$ cat config.mk
export PLATFORM = sky130hd
export DESIGN_NAME = apb_tmo_guard
export DESIGN_NICKNAME = d
export VERILOG_FILES = /design/src/rtl/apb_tmo_pkg.sv /design/src/rtl/apb_tmo_wdog.sv /design/src/rtl/apb_tmo_regs.sv /design/src/rtl/apb_tmo_guard.sv
export SDC_FILE = /design/constraint.sdc
export NUM_CORES = 1
export LEC_CHECK = 0
export ABC_CLOCK_PERIOD_IN_PS = 2450
export BUFFER_PORTS_ARGS = -buffer_cell sky130_fd_sc_hd__buf_4
export CORE_MARGIN = 2
export CORE_UTILIZATION = 47
export DETAILED_ROUTE_END_ITERATION = 6
export GPL_TIMING_DRIVEN = 0
export PLACE_DENSITY = 0.78
export SETUP_SLACK_MARGIN = 0.15
export SLEW_MARGIN = 40
export SYNTH_ARGS = -nofsm -noshare
export SYNTH_HDL_FRONTEND = slang
export SYNTH_SLANG_ARGS = --single-unit
export TNS_END_PERCENT = 5
$ cat constraint.sdc
create_clock -name clk_i -period 2.45 [get_ports clk_i]
set_input_delay 0.3675 -clock clk_i [delete_from_list [all_inputs] [get_ports clk_i]]
set_output_delay 0.3675 -clock clk_i [all_outputs]
set_load 0.01 [all_outputs]
$ cat src/rtl/apb_tmo_pkg.sv
`timescale 1ns/1ps
package apb_tmo_pkg;
  localparam int unsigned REG_W    = 32;
  localparam int unsigned REG_AW   = 4;
  localparam logic [REG_AW-1:0] OFS_STAT  = 4'h0;
  localparam logic [REG_AW-1:0] OFS_FADDR = 4'h4;
  localparam logic [REG_AW-1:0] OFS_LIMIT = 4'h8;
  localparam int unsigned STAT_PEND = 0;
  localparam int unsigned STAT_EN   = 1;

  typedef struct packed {
    logic en;
    logic pend;
  } stat_t;
endpackage

$ cat src/rtl/apb_tmo_wdog.sv
`timescale 1ns/1ps
module apb_tmo_wdog
  import apb_tmo_pkg::*;
(
  input  logic             clk_i,
  input  logic             rst_ni,
  input  logic             acc_i,
  input  logic             slv_ready_i,
  input  logic [REG_W-1:0] limit_i,
  output logic             hit_o
);
  logic [REG_W-1:0] cnt_q;

  // slave ready wins over the limit in the same cycle
  assign hit_o = acc_i & ~slv_ready_i & (cnt_q >= limit_i);

  always_ff @(posedge clk_i or negedge rst_ni) begin
    if (!rst_ni)                          cnt_q <= '0;
    else if (!acc_i || slv_ready_i || hit_o) cnt_q <= '0;
    else                                  cnt_q <= cnt_q + REG_W'(1);
  end

  p_cnt_restart_r6: assert property (@(posedge clk_i) disable iff (!rst_ni)
    $rose(acc_i) |-> cnt_q == '0);

  p_hit_single_r5: assert property (@(posedge clk_i) disable iff (!rst_ni)
    (hit_o && limit_i != '0) |=> !hit_o);
endmodule

$ cat src/rtl/apb_tmo_regs.sv
`timescale 1ns/1ps
module apb_tmo_regs
  import apb_tmo_pkg::*;
#(
  parameter int unsigned AW      = 32,
  parameter logic [31:0] TMO_MIN = 32'h0000_03FF,
  parameter logic [31:0] TMO_RST = 32'h0000_03FF
) (
  input  logic              clk_i,
  input  logic              rst_ni,
  input  logic              cfg_psel_i,
  input  logic              cfg_penable_i,
  input  logic              cfg_pwrite_i,
  input  logic [REG_AW-1:0] cfg_paddr_i,
  input  logic [REG_W-1:0]  cfg_pwdata_i,
  output logic [REG_W-1:0]  cfg_prdata_o,
  input  logic              hit_i,
  input  logic [AW-1:0]     fault_addr_i,
  output logic [REG_W-1:0]  limit_o,
  output stat_t             stat_o
);
  stat_t            stat_q;
  logic [REG_W-1:0] faddr_q, limit_q;
  logic             wr_en;

  assign wr_en = cfg_psel_i & cfg_penable_i & cfg_pwrite_i;

  always_ff @(posedge clk_i or negedge rst_ni) begin
    if (!rst_ni) begin
      stat_q  <= '0;
      faddr_q <= '0;
      limit_q <= TMO_RST;
    end else begin
      if (wr_en && cfg_paddr_i == OFS_STAT) begin
        stat_q.pend <= cfg_pwdata_i[STAT_PEND];
        stat_q.en   <= cfg_pwdata_i[STAT_EN];
      end
      if (wr_en && cfg_paddr_i == OFS_LIMIT)
        limit_q <= (cfg_pwdata_i < TMO_MIN) ? TMO_MIN : cfg_pwdata_i;
      // hardware event placed last: it overrides a same-edge software clear
      if (hit_i) begin
        stat_q.pend <= 1'b1;
        faddr_q     <= REG_W'(fault_addr_i);
      end
    end
  end

  always_comb begin
    unique case (cfg_paddr_i)
      OFS_STAT:  cfg_prdata_o = REG_W'(stat_q);
      OFS_FADDR: cfg_prdata_o = faddr_q;
      OFS_LIMIT: cfg_prdata_o = limit_q;
      default:   cfg_prdata_o = '0;
    endcase
  end

  assign limit_o = limit_q;
  assign stat_o  = stat_q;

  p_hit_sets_pend_r8: assert property (@(posedge clk_i) disable iff (!rst_ni)
    hit_i |=> stat_q.pend);

  p_addr_capture_r5: assert property (@(posedge clk_i) disable iff (!rst_ni)
    hit_i |=> faddr_q == REG_W'($past(fault_addr_i)));

  p_limit_floor_r4: assert property (@(posedge clk_i) disable iff (!rst_ni)
    limit_q >= TMO_MIN);

  p_addr_ro_r9: assert property (@(posedge clk_i) disable iff (!rst_ni)
    (wr_en && cfg_paddr_i == OFS_FADDR && !hit_i) |=> $stable(faddr_q));
endmodule

$ cat src/rtl/apb_tmo_guard.sv
`timescale 1ns/1ps
module apb_tmo_guard
  import apb_tmo_pkg::*;
#(
  parameter int unsigned AW      = 32,
  parameter int unsigned DW      = 32,
  parameter logic [31:0] TMO_MIN = 32'h0000_03FF,
  parameter logic [31:0] TMO_RST = 32'h0000_03FF
) (
  input  logic              clk_i,
  input  logic              rst_ni,
  input  logic              mon_psel_i,
  input  logic              mon_penable_i,
  input  logic [AW-1:0]     mon_paddr_i,
  input  logic              slv_pready_i,
  input  logic              slv_pslverr_i,
  input  logic [DW-1:0]     slv_prdata_i,
  output logic              brg_pready_o,
  output logic              brg_pslverr_o,
  output logic [DW-1:0]     brg_prdata_o,
  input  logic              cfg_psel_i,
  input  logic              cfg_penable_i,
  input  logic              cfg_pwrite_i,
  input  logic [REG_AW-1:0] cfg_paddr_i,
  input  logic [REG_W-1:0]  cfg_pwdata_i,
  output logic [REG_W-1:0]  cfg_prdata_o,
  output logic              cfg_pready_o,
  output logic              irq_o
);
  logic             acc, hit;
  logic [REG_W-1:0] limit;
  stat_t            stat;

  assign acc = mon_psel_i & mon_penable_i;

  apb_tmo_wdog u_wdog (
    .clk_i       (clk_i),
    .rst_ni      (rst_ni),
    .acc_i       (acc),
    .slv_ready_i (slv_pready_i),
    .limit_i     (limit),
    .hit_o       (hit)
  );

  apb_tmo_regs #(.AW(AW), .TMO_MIN(TMO_MIN), .TMO_RST(TMO_RST)) u_regs (
    .clk_i         (clk_i),
    .rst_ni        (rst_ni),
    .cfg_psel_i    (cfg_psel_i),
    .cfg_penable_i (cfg_penable_i),
    .cfg_pwrite_i  (cfg_pwrite_i),
    .cfg_paddr_i   (cfg_paddr_i),
    .cfg_pwdata_i  (cfg_pwdata_i),
    .cfg_prdata_o  (cfg_prdata_o),
    .hit_i         (hit),
    .fault_addr_i  (mon_paddr_i),
    .limit_o       (limit),
    .stat_o        (stat)
  );

  // forced completion replaces the slave response for one cycle
  assign brg_pready_o  = slv_pready_i | hit;
  assign brg_pslverr_o = hit | slv_pslverr_i;
  assign brg_prdata_o  = hit ? '0 : slv_prdata_i;

  assign cfg_pready_o = 1'b1;
  assign irq_o        = stat.pend & stat.en;

  p_irq_needs_en_r2: assert property (@(posedge clk_i) disable iff (!rst_ni)
    irq_o |-> stat.en);

  p_term_releases_r5: assert property (@(posedge clk_i) disable iff (!rst_ni)
    (acc && !slv_pready_i && brg_pready_o) |-> (brg_pslverr_o && brg_prdata_o == '0));
endmodule

Yosys cells after proc, flatten, opt, wreduce, memory -nomap -nowiden. Cells that the tools add are included.

Register bits after elaboration: 98. Bits of input ports: 109.

Add/sub/neg operators: 1. Order comparisons: 2. Equal/unequal tests: 2. Multiplexer cells: 6. Bitwise gates (word level): 9. Reduce and logical (&&, ||, !) cells: 7.

Operators with widths (number): two-way mux 32 bit (3); case mux 32 bit (3 select lines) (1); adder 32 x 1 -> 32 bit, second input constant (1); greater-or-equal comparator 32 bit (1); less-than comparator 32 x 10 -> 1 bit, second input constant (1); AND 1 bit (6); equality test 4 x 3 -> 1 bit, second input constant (1); equality test 4 bit, second input constant (1); logical NOT 4 bit (1); logical AND 1 bit (2); logical OR 1 bit (2); two-way mux 1 bit (2); bitwise OR 1 bit (2); nonzero test 2 bit (1); logical NOT 1 bit (1); NOT 1 bit (1).

Longest topological paths before layout. Gate-level depths: netlist of run 1.

Word-level depth: 5. Depth in mapped cells: 10. Mapped depth without buffers: 8.

By module. From an unflattened synthesis of run 1, not the netlist that was laid out.

Cell total of the unflattened synthesis: 591. Area, all modules: 5856.9 sq um.

Modules (own cells, without submodules): apb_tmo_regs (times used 1, cells each 274, area each 2954.1 sq um, seq. area each 1664.1 sq um); apb_tmo_wdog (times used 1, cells each 276, area each 2643.8 sq um, seq. area each 800.8 sq um); apb_tmo_guard (times used 1, cells each 41, area each 259.0 sq um, seq. area each 0.0 sq um).

Least setup slack after synthesis of run 1. No wires, ideal clock.

Path kind: register to output. Start: register u_regs.limit_q[0], in the netlist u_regs.limit_o[0]. End: output brg_prdata_o[10]. Arrival: 2288 ps. Required time: 2082 ps. Path slack: -206 ps. Stages on the path, launching flop included: 10. Buffers on the path: 2. Path through: dfstp_2 ha_1 nand2b_4 a2111oi_4 o32ai_2 o311a_1 nor2_2 buf_6 clkbuf_2 and2_1.

Word-level cells in the longest chain between the ends: 3.

Ends and longest elaborated chain: from (decl) (RTL line apb_tmo_regs.sv:23) `logic [REG_W-1:0] faddr_q, limit_q;`; from (signal assigned) (RTL line apb_tmo_regs.sv:39) `limit_q <= (cfg_pwdata_i < TMO_MIN) ? TMO_MIN : cfg_pwdata_i;`; greater-or-equal comparator 32 bit (RTL line apb_tmo_wdog.sv:15) `assign hit_o = acc_i & ~slv_ready_i & (cnt_q >= limit_i);`; AND 1 bit (RTL line apb_tmo_wdog.sv:15); two-way mux 32 bit (RTL line apb_tmo_guard.sv:63) `assign brg_prdata_o = hit ? '0 : slv_prdata_i;`; to (decl) (RTL line apb_tmo_guard.sv:20) `output logic [DW-1:0] brg_prdata_o,`.

No other way between the ends.

Worst setup path in the final report of run 1.
Start: register u_regs.limit_q[0], in the netlist u_regs.limit_o[0]. End: output brg_prdata_o[0].

The elaborated chain is that of the path after synthesis.

==> results of run 1 <==
-- cell families (layout without fill, tap and decap cells) --
kind of cell,Yosys count,in the layout
other,1,1
buffers and inverters,60,261
muxes,36,36
AOI/OAI and AO/OA,97,97
adders and majority gates,33,33
and+or+nand+nor,190,190
DFF,98,98
xor gates and xnor gates,30,30
-- area by class of cell --
cell class / count / area share, %
multi-input cells: 387 / 38.6
flip-flops and latches: 98 / 31.9
repair buffers: 185 / 19.1
clock buffers: 12 / 3.19
plain buffers: 24 / 2.31
well taps: 143 / 2.31
inverters: 36 / 1.75
clock inverters: 4 / 0.970
-- metrics by stage --
| step | hold slack, ns | instances | setup slack (ns) | setup TNS (ns) |
|---|---|---|---|---|
| final | 0.00868 | 889 | -0.769 | -32.59 |
| after CTS | 0.151 | 889 | -0.741 | -29.84 |
| after detailed placement | 0.494 | 863 | -0.524 | -26.90 |
| after global routing | 0.105 | 889 | -0.850 | -37.64 |
| after global placement | 0.490 | 863 | -0.490 | -24.00 |
| after floorplan | 0.0719 | 545 | -0.130 | -4.64 |
-- path summary, 6_finish.rpt --
| kind | endpoint | slack [ns] | cells past startpoint |
|---|---|---|---|
| max in group asynchronous | u_regs.limit_o[25] | 1.88 | 1 |
| worst max register to register | u_regs.faddr_q[31] | -0.32 | 10 |
| worst max-delay path | brg_prdata_o[0] | -0.77 | 10 |
| worst min-delay path | u_wdog.cnt_q[24] | 0.009 | 1 |
| worst min register to register | u_regs.faddr_q[15] | 0.51 | 1 |
| min in group clk_i | u_regs.limit_o[24] | 0.24 | 3 |
-- Yosys cell counts (14+ instances only) --
cell type | number | share of area [%]
xor2_1 | 19 | 3.0
o21ai_0 | 35 | 3.2
a21oi_1 | 14 | 1.3
inv_1 | 36 | 2.4
mux2_2 | 16 | 3.3
nand4_1 | 14 | 1.6
and2_1 | 33 | 3.7
ha_1 | 33 | 7.5
nand2_1 | 47 | 3.2
dfrtp_1 | 88 | 40
nor2_1 | 47 | 3.2
a22o_1 | 31 | 4.9
clkbuf_1 | 15 | 1.0
mux2_4 | 17 | 4.6
-- metal layers --
metal  GRT usage (%)  vias up
met5               0        -
met4            9.67        0
met3            5.13       33
met2            48.1      193
met1            29.9     2403
li1                -     2290
-- registers in the layout, summed over array words and instances (netlist names) --
register        flops
u_regs.stat_o       2
u_regs.limit_o     32
u_regs.faddr_q     32
u_wdog.cnt_q       32
-- cell usage in the layout (no fill, tap or decap), types with 11 or more instances in the layout --
cell	Yosys	final
o21ai_0	35	34
and2_4	0	32
xor2_1	19	19
ha_1	33	29
dfrtp_1	88	88
buf_4	2	165
inv_1	36	32
buf_6	2	23
nand2_1	47	47
mux2_2	16	16
a21oi_1	14	12
nor2_1	47	47
nand3_1	11	11
nand4_1	14	14
xnor2_1	11	11
mux2_4	17	17
a22o_1	31	31
-- repair_timing --
item | 4_1_cts | 5_1_grt
buffers inserted | 10 | 0
endpoints found under the setup margin | 116 | 111
pin swaps | 5 | 2
hold buffers | 0 | 0
hold endpoints to repair | 0 | 0
gates resized for setup | 42 | 8
-- power groups by stage --
stage                     logic (mW)  clock network (mW)  registers, mW
after floorplan                0.323                   0           1.83
after global placement         0.621                   0           1.87
after detailed placement       0.651                   0           1.88
after CTS                      0.705                1.54           1.84
after global routing           0.793                1.60           1.86
final                          0.716                1.53           1.85
==> reports/metrics.yaml, run 1 <==
die_h_um: 113
fillers: 883
synthMuxAreaShare_pct: 8.41
grt.total_usage_pct: 26.1
grt_start_max_net_pins: 99
antennaDiodeCount: 0
syn_to_final_growth_pct: 39.8
cp_top_family: "compound AO/OA/AOI/OAI gates"
hold_path_class: "input pin to async pin"
power_density_nw_per_um2: 529
critPathLaunch: "u_regs.limit_o[0]"
drive_gt1_share_pct: 42.0
fin_nets: 883
vias: 4919
ant_nets: 0
crit_type: "register to output port"
postPlaceCellArea_um2: 7160
hold_violations: 0
period_share_pct: 131
clk_pin_slew_ns: 0.06
synthAdderAreaFrac_pct: 7.46
rsz0062_at_grt: "true"
outcome: "complete, but fails checks"
cts_tree: "built"
die_w_um: 113
setup_viol: 66
fin_worst_skew_ns: 0.00832
relSlewSlack_pct: 50.2
max_freq_ghz: 0.311
synth_compound_gate_area_share_pct: 12.4
syn-cell-area_um2: 5530
syn_inst: 545
postLayoutCellArea_um2: 7740
post-route-util_pct: 67.5
timing.rr.start: "u_regs.limit_o[0]"
start_util_pct: 48.2
clk_path_buf_depth: 2
drtIter0Drc: 302
synth-xor-area-share_pct: 4.75
cts_buffers: 9
violations: "setup timing"
portBuffers: 175
p_comb_share_pct: 17.5
ir_worst_vdd_mv: 0.319
coreArea_um2: 11500
clk_latency_ns: 0.35
overflow: 0
crit_path_end_kind: "output port"
drtPass1Iterations: 5
fin_ws_ns: -0.769
avgViaCountPerCell: 5.53
routed_wl_mm: 16.3
synth_top_family_by_area: "simple AND/OR/NAND/NOR gates"
place_hpwl_mm: 12.6
fin_crit_ns: 3.22
seq_power_share_pct: 45.1
top_layer: "met4"
avgSynthCellArea_um2: 10.2
synthesis.nets: 687
worst_ep_required_time_ns: 2.08
arrival_ns: 2.85
multiInputGateArea_um2: 2980
drc_errors: 0
yosysWarnings: 0
synth_edf_count: 0
internal_power_mw: 3.05
met1_length_mm: 6.38
synthArstFlopShare_pct: 100
ys.flop_type: "dfrtp_1"
cts.sinks: 98
fp-row-count: 39
ys_ff_latch: 98
p_sw_mw: 1.05
total_power_mw: 4.10
grt_pass1_wl_mm: 25.9
wl_per_cell_um: 18.4
first_global_vias: 5134
synth.distinct_cells: 49
crit_slowest_cell: "dfstp_2"
max_slew.worst_pin.slew_ns: 0.747
clkPwrFrac_pct: 37.4
place.gp.congestion: 0.907
ios: 177
die_area_um2: 12700
regArea_um2: 2460
slew_viol_final: 0
path_buf_inv: 3
grt_antenna_before_repair: 0
p_leak_nw: 3.88
seq_area_frac_synth_pct: 44.5
cts-root-buf: "clkbuf_16"
wl_met2_mm: 8.54
slowest_delay_ns: 0.58
crit_chain: "ha_4 -> nand2b_4 -> a2111oi_4 -> o32ai_4 -> o311a_1 -> nor2_4 -> buf_6 -> buf_8 -> and2_4 -> buf_4"
synthSimpleGateAreaFrac_pct: 17.6
cp_max_fo: 10
met3_length_um: 957
p_sw_share_pct: 25.6
cts_htree_levels: 3
crit_path_start_kind: "register"
maxCapViolCount: 0
No activity file was read; power rests on OpenSTA's default activity.
==> inputs of run 2 (changes only) <==
--- a/config.mk
+++ b/config.mk
@@ -13,8 +13,8 @@
 export GPL_TIMING_DRIVEN = 0
 export PLACE_DENSITY = 0.78
 export SETUP_SLACK_MARGIN = 0.15
-export SLEW_MARGIN = 40
+export SLEW_MARGIN = 10
 export SYNTH_ARGS = -nofsm -noshare
 export SYNTH_HDL_FRONTEND = slang
 export SYNTH_SLANG_ARGS = --single-unit
-export TNS_END_PERCENT = 5
+export TNS_END_PERCENT = 30
==> run 2 against run 1 <==
Compared with the run above: the run still ends with setup timing left; sequential share of layout area decreased by 0.60 points; total power grew 0.95%; register-to-register slack got worse by 0.04 ns; highest routed layer unchanged.
==> reports/metrics.yaml, run 2 (synthesis results as in run 1) <==
outcome: "complete, but fails checks"
violations: "setup timing"
crit_chain: "inv_2 -> ha_4 -> nand4_1 -> or3_1 -> o32ai_2 -> o311a_1 -> nor2_4 -> buf_6 -> buf_8 -> and2_4 -> buf_6"
antennaDiodeCount: 0
coreArea_um2: 11500
portBuffers: 175
place.gp.congestion: 0.907
first_global_vias: 5111
place_hpwl_mm: 12.6
fp-row-count: 39
finalSetupTns_ns: -32.09
syn_to_final_growth_pct: 42.8
relSlewSlack_pct: 40.2
grt_pass1_wl_mm: 25.6
maxCapViolCount: 0
worst_ep_required_time_ns: 2.08
crit_type: "register to output port"
critPathLaunch: "u_regs.limit_o[9]"
internal_power_mw: 3.07
crit_path_start_kind: "register"
start_util_pct: 48.2
slew_viol_final: 0
cp.depth: 11
power_density_nw_per_um2: 523
regArea_um2: 2470
drtIter0Drc: 313
p_comb_share_pct: 18.3
grt.total_usage_pct: 25.8
fin_nets: 897
arrival_ns: 2.83
crit_path_end_kind: "output port"
path_buf_inv: 4
drc_errors: 0
clkPwrFrac_pct: 37.2
grt_start_max_net_pins: 99
die_w_um: 113
p_sw_mw: 1.06
slowest_delay_ns: 0.53
cts_buffers: 9
cp_common_cell: "buf_6"
die_area_um2: 12700
seq_power_share_pct: 44.5
clk_path_buf_depth: 2
drtPass1Iterations: 5
wl_per_cell_um: 18.4
final_cell_mix: "buf_4, dfrtp_1, nor2_1"
r2r-end: "u_regs.faddr_q[14]"
worstSetupEndpoint: "brg_prdata_o[22]"
routed_wl_mm: 16.7
clk_pin_slew_ns: 0.07
ir_worst_vdd_mv: 0.317
cts_htree_levels: 3
hold_path_class: "input pin to async pin"
die_h_um: 113
overflow: 0
drive_gt1_share_pct: 43.7
cts_tree: "built"
avgViaCountPerCell: 5.53
fin_crit_ns: 3.20
hold_violations: 0
postPlaceCellArea_um2: 7160
max_slew.worst_pin.slew_ns: 0.896
fin_ws_ns: -0.746
cts-root-buf: "clkbuf_16"
p_leak_nw: 3.95
vias: 4998
fillers: 834
crit_slowest_cell: "dfstp_2"
period_share_pct: 130
rsz0062_at_grt: "true"
postLayoutCellArea_um2: 7900
timing.rr.start: "u_regs.limit_o[9]"
ios: 177
fin_worst_skew_ns: 0.00662
layout_commonest_cell: "buf_4"
rrSetupSlack_ns: -0.36
clk_latency_ns: 0.35
cp_max_fo: 10
p_sw_share_pct: 25.7
max_freq_ghz: 0.313
multiInputGateArea_um2: 3000
cp_top_family: "simple AND/OR/NAND/NOR gates"
rr_worst_depth: 12
setup_viol: 67
cts.sinks: 98
total_power_mw: 4.14
ant_nets: 0
grt_antenna_before_repair: 0
hold_buffers: 0
-- run 2: changes by cell type in the layout (fill, tap and decap cells not counted), sizes merged --
cell    previous run  this run
buf              192       207
clkbuf            29        28
-- run 2: worst min-delay path by stage --
stage	slack, ns	to	cells after the start
after floorplan	0.07	u_regs.faddr_q[0]	0
after global placement	0.49	u_regs.faddr_q[21]	1
after detailed placement	0.49	u_regs.faddr_q[19]	1
after CTS	0.23	u_regs.limit_o[24]	3
after global routing	0.19	u_wdog.cnt_q[26]	1
final	0.08	u_wdog.cnt_q[26]	1
-- run 2: metrics by stage --
stage / instances / util [%] / worst slack (ns) / hold slack [ns]
finish: 903 / 68.9 / -0.746 / 0.0769
global route: 903 / 68.9 / -0.827 / 0.194
CTS: 890 / 67.0 / -0.740 / 0.232
detailed placement: 863 / 62.4 / -0.537 / 0.494
global placement: 863 / 62.4 / -0.490 / 0.490
floorplan: 545 / - / -0.130 / 0.0719
-- run 2: what timing repair did --
action,in CTS,in global routing
setup endpoints to repair,107,120
resized for setup,31,39
buffers inserted,10,13
cloned,1,0
pin swaps,5,3
hold endpoints to repair,0,0
-- run 2: power groups by stage --
stage                     Clock [mW]  Sequential, mW  Combinational [mW]
after floorplan                    0            1.83               0.323
after global placement             0            1.87               0.621
after detailed placement           0            1.88               0.650
after CTS                       1.54            1.84               0.712
after global routing            1.61            1.85               0.837
final                           1.54            1.84               0.756
-- run 2: worst reg2reg max path, cell delays in order (launching register included) --
cell,delay [ns]
dfstp_2,0.53
inv_2,0.05
ha_4,0.26
nand4_1,0.11
or3_1,0.37
o32ai_2,0.27
o311a_1,0.26
nor2_4,0.06
buf_6,0.15
buf_4,0.14
buf_6,0.11
buf_6,0.12
mux2_2,0.26
-- run 2: metal layers --
layer / wire length (um) / vias to the layer above / track usage (%) / share of wire (%)
li1: - / 2326 / - / -
met4: 526 / 0 / 10.0 / 3.2
met1: 6460 / 2450 / 30.2 / 39
met5: 0 / - / 0 / 0
met3: 929 / 38 / 4.70 / 5.6
met2: 8750 / 184 / 47.1 / 53
-- run 2: area by class of cell --
type | instances | share of cell area, %
clock buffer | 12 | 3.12
inverter | 36 | 1.71
multi-input combinational | 387 | 38.0
timing repair buffer | 199 | 20.4
tap | 143 | 2.26
clock inverter | 4 | 0.950
sequential | 98 | 31.3
buffer | 24 | 2.31
